[src/rtl/iter_mul16.sv]
module iter_mul16 #(
  parameter int BASE_CYCLES = 38
) (
  input  logic        clk,
  input  logic        rst_n,
  input  logic        start,
  input  logic        mode_signed,
  input  logic [15:0] mcand,
  input  logic [15:0] src,
  output logic        busy,
  output logic        done,
  output logic [31:0] prod,
  output logic        flag_n,
  output logic        flag_z,
  output logic        flag_v,
  output logic        flag_c
);
  localparam int DIGITS   = 16;
  localparam int TAIL_LEN = BASE_CYCLES - DIGITS;
  localparam int TW       = $clog2(TAIL_LEN);

  typedef enum logic [1:0] {S_IDLE, S_SCAN, S_TAIL} st_t;

  st_t         st;
  logic [15:0] sr;
  logic        prev;
  logic        sgn;
  logic [31:0] mc;
  logic [31:0] acc;
  logic [3:0]  idx;
  logic [1:0]  ph;
  logic [TW-1:0] tcnt;

  wire accept = start && (st == S_IDLE);
  wire cur    = sr[0];
  wire do_add = sgn ? (~cur & prev) : cur;
  wire do_sub = sgn & cur & ~prev;
  wire nz     = do_add | do_sub;
  wire step   = !nz || (ph == 2'd2);

  assign busy   = (st != S_IDLE);
  assign flag_v = 1'b0;
  assign flag_c = 1'b0;

  always_ff @(posedge clk) begin
    if (!rst_n) begin
      st     <= S_IDLE;
      sr     <= '0;
      prev   <= 1'b0;
      sgn    <= 1'b0;
      mc     <= '0;
      acc    <= '0;
      idx    <= '0;
      ph     <= '0;
      tcnt   <= '0;
      done   <= 1'b0;
      prod   <= '0;
      flag_n <= 1'b0;
      flag_z <= 1'b0;
    end else begin
      done <= 1'b0;
      case (st)
        S_IDLE: if (accept) begin
          st   <= S_SCAN;
          sr   <= src;
          prev <= 1'b0;
          sgn  <= mode_signed;
          mc   <= mode_signed ? {{16{mcand[15]}}, mcand} : {16'h0, mcand};
          acc  <= '0;
          idx  <= '0;
          ph   <= '0;
        end
        S_SCAN: begin
          if (nz && ph == 2'd0)
            acc <= do_sub ? acc - mc : acc + mc;
          if (step) begin
            ph   <= '0;
            sr   <= sr >> 1;
            prev <= cur;
            mc   <= mc << 1;
            idx  <= idx + 4'd1;
            if (idx == 4'(DIGITS - 1)) begin
              st   <= S_TAIL;
              tcnt <= '0;
            end
          end else begin
            ph <= ph + 2'd1;
          end
        end
        S_TAIL: begin
          if (tcnt == TW'(TAIL_LEN - 1)) begin
            st     <= S_IDLE;
            done   <= 1'b1;
            prod   <= acc;
            flag_n <= acc[31];
            flag_z <= (acc == 32'h0);
          end else begin
            tcnt <= tcnt + 1'b1;
          end
        end
        default: st <= S_IDLE;
      endcase
    end
  end

  logic [7:0] elapsed;
  logic [7:0] exp_lat;
  wire  [15:0] edges = src ^ {src[14:0], 1'b0};

  always_ff @(posedge clk) begin
    if (!rst_n) begin
      elapsed <= '0;
      exp_lat <= '0;
    end else if (accept) begin
      elapsed <= '0;
      exp_lat <= 8'(BASE_CYCLES) + 8'(2 * (mode_signed ? $countones(edges) : $countones(src)));
    end else if (busy) begin
      elapsed <= elapsed + 8'd1;
    end
  end


  latency_match_chk: assert property (@(posedge clk) disable iff (!rst_n)
    done |-> (elapsed == exp_lat));


  done_single_chk: assert property (@(posedge clk) disable iff (!rst_n)
    done |=> !done);


  done_not_busy_chk: assert property (@(posedge clk) disable iff (!rst_n)
    done |-> !busy);


  busy_start_ignored_chk: assert property (@(posedge clk) disable iff (!rst_n)
    (busy && start) |=> (busy || done) && $stable(exp_lat) && $stable(sgn));


  flags_chk: assert property (@(posedge clk) disable iff (!rst_n)
    done |-> (flag_n == prod[31]) && (flag_z == (prod == 32'h0)) && !flag_v && !flag_c);


  idle_hold_chk: assert property (@(posedge clk) disable iff (!rst_n)
    (!busy && !done) |=> (done || $stable(prod)));


  worst_case_chk: assert property (@(posedge clk) disable iff (!rst_n)
    busy |-> (elapsed < 8'(BASE_CYCLES + 2 * DIGITS)));
endmodule

[config.mk]
export PLATFORM = sky130hd
export DESIGN_NAME = iter_mul16
export DESIGN_NICKNAME = d
export VERILOG_FILES = /design/src/rtl/iter_mul16.sv
export SDC_FILE = /design/constraint.sdc
export NUM_CORES = 1
export LEC_CHECK = 0
export BUFFER_PORTS_ARGS = -buffer_cell sky130_fd_sc_hd__buf_2
export CAP_MARGIN = 40
export CELL_PAD_IN_SITES_DETAIL_PLACEMENT = 0
export CELL_PAD_IN_SITES_GLOBAL_PLACEMENT = 2
export CORE_MARGIN = 10
export CORE_UTILIZATION = 39
export CTS_BUF_LIST = sky130_fd_sc_hd__clkbuf_8
export CTS_CLUSTER_DIAMETER = 30
export DETAILED_ROUTE_END_ITERATION = 8
export PLACE_DENSITY = 0.9
export SYNTH_ARGS = -nofsm -noshare
export SYNTH_HDL_FRONTEND = slang
export SYNTH_SLANG_ARGS = --single-unit
[constraint.sdc]
create_clock -name clk -period 7.1 [get_ports clk]
set_input_delay 0.355 -clock clk [delete_from_list [all_inputs] [get_ports clk]]
set_output_delay 0.355 -clock clk [all_outputs]
set_load 0.02 [all_outputs]
==> results.toml <==
[final_layout]
n_antenna_cell = 0
stdcell_count = 1273
stdcell_area_mm2 = 0.00839
layout.nets = 1101
synthToLayoutAreaGrowth_pct = 12.1
fin_util_pct = 44.7
nFillCells = 1929
layout-drive-gt1-share_pct = 12.7

[power]
power_uw = 2200
switching_share_pct = 36.4
p_sw_uw = 800
leakagePower_uw = 0.00344
peakVddDrop_mv = 0.126
p_int_uw = 1400
powerDensity_mw_per_mm2 = 262
p_comb_share_pct = 30.4
clockPowerShare_pct = 30.2
seqPwrFrac_pct = 39.4

[drt]
wl_met3_mm = 1.42
met1_length_mm = 10.2
first_pass_iters = 5
routed-wl-met2_mm = 8.85
drt_wl_total_mm = 20.9
drtIter0Drc = 531
drcViolationCount = 0
wire_per_inst_um = 16.4
viasPerCell = 5.43
postRouteAntennaNets = 0
via_count = 6909
highest_layer = "met4"

[grt]
grt_pass1_wl_mm = 33.7
gr-total-overflow = 0
grt_usage_pct = 16.8
grt_pass1_vias = 6396
grt_max_degree = 55
antenna_found_initial = 0

[clock_network]
clk_pin_slew_ps = 80
cts-root-buf = "clkbuf_8"
cts_tree = "done"
clock_sink_count = 129
cts_resized = 0
post_cts_buffers = 0
cts_hold_buf = 0
max-clock-path-buffers = 2
h-tree-depth = 4
insertion_delay_ps = 450
cts_buffers = 17

[placement]
gp_congestion = 0.898
io_buffers = 71
dp.cells = 1242
hpwl_mm = 15.4
place_area_mm2 = 0.00798

[synthesis]
ys_types = 71
ys.warnings.count = 0
ys.flop_type = "dfxtp_1"
yosysSeqAreaShare_pct = 34.5
synth_seq_cells = 129
synth_edf_count = 0
netlist_area_mm2 = 0.00749
syn-mean-instance-area_um2 = 7.58
synthArstFlopShare_pct = 0
netlist_instances = 988

[floorplan]
dieArea_mm2 = 0.0251
start_util_pct = 39.9
ios = 74
fp.coreArea_mm2 = 0.0188
rows = 50
die_w_um = 159
die_h_um = 159

[sta]
max_slew.worst_pin.slew_ps = 865
rsz0062_at_grt = "false"
hold_viol_final = 0
fmax_mhz = 245
finalCritPeriodShare_pct = 57.6
maxSlewViolCount = 0
fin_skew_ps = 11.7
tns_ps = 0
post-route-min-period_ps = 4090
slew-limit-headroom_pct = 42.1
setup_viol = 0

[setup_path]
crit_chain = "or4_1 > nor2_1 > nand2_2 > nor3b_4 > nand2_1 > o41ai_2 > xor2_1 > ha_1 > nand2_1 > o21ai_0 > a221oi_1 > or2_2 > a21oi_1 > a31oi_1 > o22ai_1"
cp.arrival_ps = 4450
critPathMaxFanout = 12
cpPeakStageDelay_ps = 560
rr_startpoint = "mc[6]"
worst-path-buf-inv = 0
critPathKind = "flop to flop"
cp_top_family = "simple AND/OR/NAND/NOR gates"
crit_top_cell = "nand2_1"
crit_path_start = "mc[6]"
end_kind = "flop"
crit_slowest_cell = "or4_1"
worst-endpoint-required_ps = 7470
critPathLaunchType = "flop"

[flow_run]
max-cap-violations = 0

[min_path]
hold_path.class = "input pin to flop"
min-delay-start = "mode_signed"

[status]
status = "finished, final reports clean"
## worst register-to-register path: cells and delay by family, from the launching register on
kind | cells | cell delay, ps
xor gates and xnor gates | 1 | 130
AOI/OAI and AO/OA | 6 | 1320
adders and majority gates | 1 | 540
DFF | 1 | 380
and+or+nand+nor | 7 | 1670
## final cells by class
type,instances,area (um2),area share (%)
multi-input cells,785,4610,55.0
well taps,234,293,3.49
clock inverters,13,165,1.97
repair buffers,78,428,5.10
clock buffers,18,248,2.95
inverters,16,60.1,0.716
flip-flops and latches,129,2580,30.8
## cell usage in the layout, fill, tap and decap left out, types with 3 or more instances in the layout
cell          n
nand4_1      11
a32oi_1       3
o21a_1        4
a211oi_1      6
o21bai_1      5
a31oi_1       8
nand3_1      15
ha_1         37
xnor2_1      33
or2_2         4
a22oi_1       3
a21oi_1     116
nor4_1       12
clkinv_4      5
o31ai_1       4
and3_1        6
nand3b_1      3
nor2b_1       4
buf_2        71
o21ai_0      58
nand2b_1      7
o211ai_1      6
nor2_1      107
nand2_1     190
a21o_1       12
buf_4         5
dfxtp_1     129
xor2_1       24
nor3_1       17
bufinv_16     3
and2_1        4
inv_1        16
clkbuf_8     18
a311oi_1     28
or4_1         5
clkinvlp_4    3
mux2i_1       6
## flip-flops by register name, indices dropped and copies added, names as in the netlist, 2 cells and up
name and cells:
acc 32, idx 4, mc 32, ph 2, prod 32, sr 16
st 2, tcnt 5
## power groups by stage
stage,logic (uW),clock network (uW),registers (uW)
after CTS,670,685,865
after detailed placement,668,0,882
after global placement,669,0,881
final,668,663,866
after global routing,757,715,878
after floorplan,532,0,856
## layer usage
metal  track usage, %  up-vias
li1                 -     3573
met1             23.7     3109
met2             24.6      205
met3             3.94       22
met4             5.56        0
met5                0        -
## final timing paths
path               to  slack [ps]  cells past startpoint
max           acc[30]        3010                     15
min               sgn         160                      3
max reg2reg   acc[30]        3010                     15
min reg2reg  prod[11]         450                      2
## logic make-up (layout without fill, tap and decap cells)
kind of cell    count (synthesis)  in the layout  share of synthesized area (%)
simple gates                  405            405                           24.4
compound gates                277            277                           23.0
flops                         129            129                           34.5
buf+inv                        75            125                           4.14
xor+xnor                       57             57                           6.67
fa+ha+maj                      38             38                           6.45
mux                             6              6                          0.802
other cells                     1              2                         0.0501
## through the flow
step	worst slack, ps	hold slack (ps)
CTS	3050	125
global route	2620	153
global placement	3200	440
detailed placement	3110	443
finish	3010	155
floorplan	3490	449
## cells in the mapped netlist, drive strengths merged (3+ instances only)
cell / n / area, um2
a211oi: 6 / 45.0
a21o: 12 / 90.1
a21oi: 116 / 581
a22oi: 3 / 22.5
a311oi: 28 / 245
a31oi: 8 / 50.1
a32oi: 3 / 26.3
and2: 5 / 33.8
and3: 6 / 37.5
buf: 9 / 60.1
clkbuf: 50 / 190
dfxtp: 129 / 2580
ha: 37 / 463
inv: 15 / 56.3
mux2i: 6 / 60.1
nand2: 192 / 726
nand2b: 7 / 43.8
nand3: 16 / 85.1
nand3b: 3 / 22.5
nand4: 11 / 68.8
nor2: 110 / 413
nor2b: 5 / 31.3
nor3: 17 / 85.1
nor4: 13 / 96.3
o211ai: 6 / 45.0
o21a: 4 / 30.0
o21ai: 60 / 300
o21bai: 5 / 37.5
o31ai: 6 / 55.1
o41ai: 4 / 50.1
or2: 4 / 25.0
or4: 5 / 37.5
xnor2: 33 / 289
xor2: 24 / 210
(Power assumes the default switching activity.)
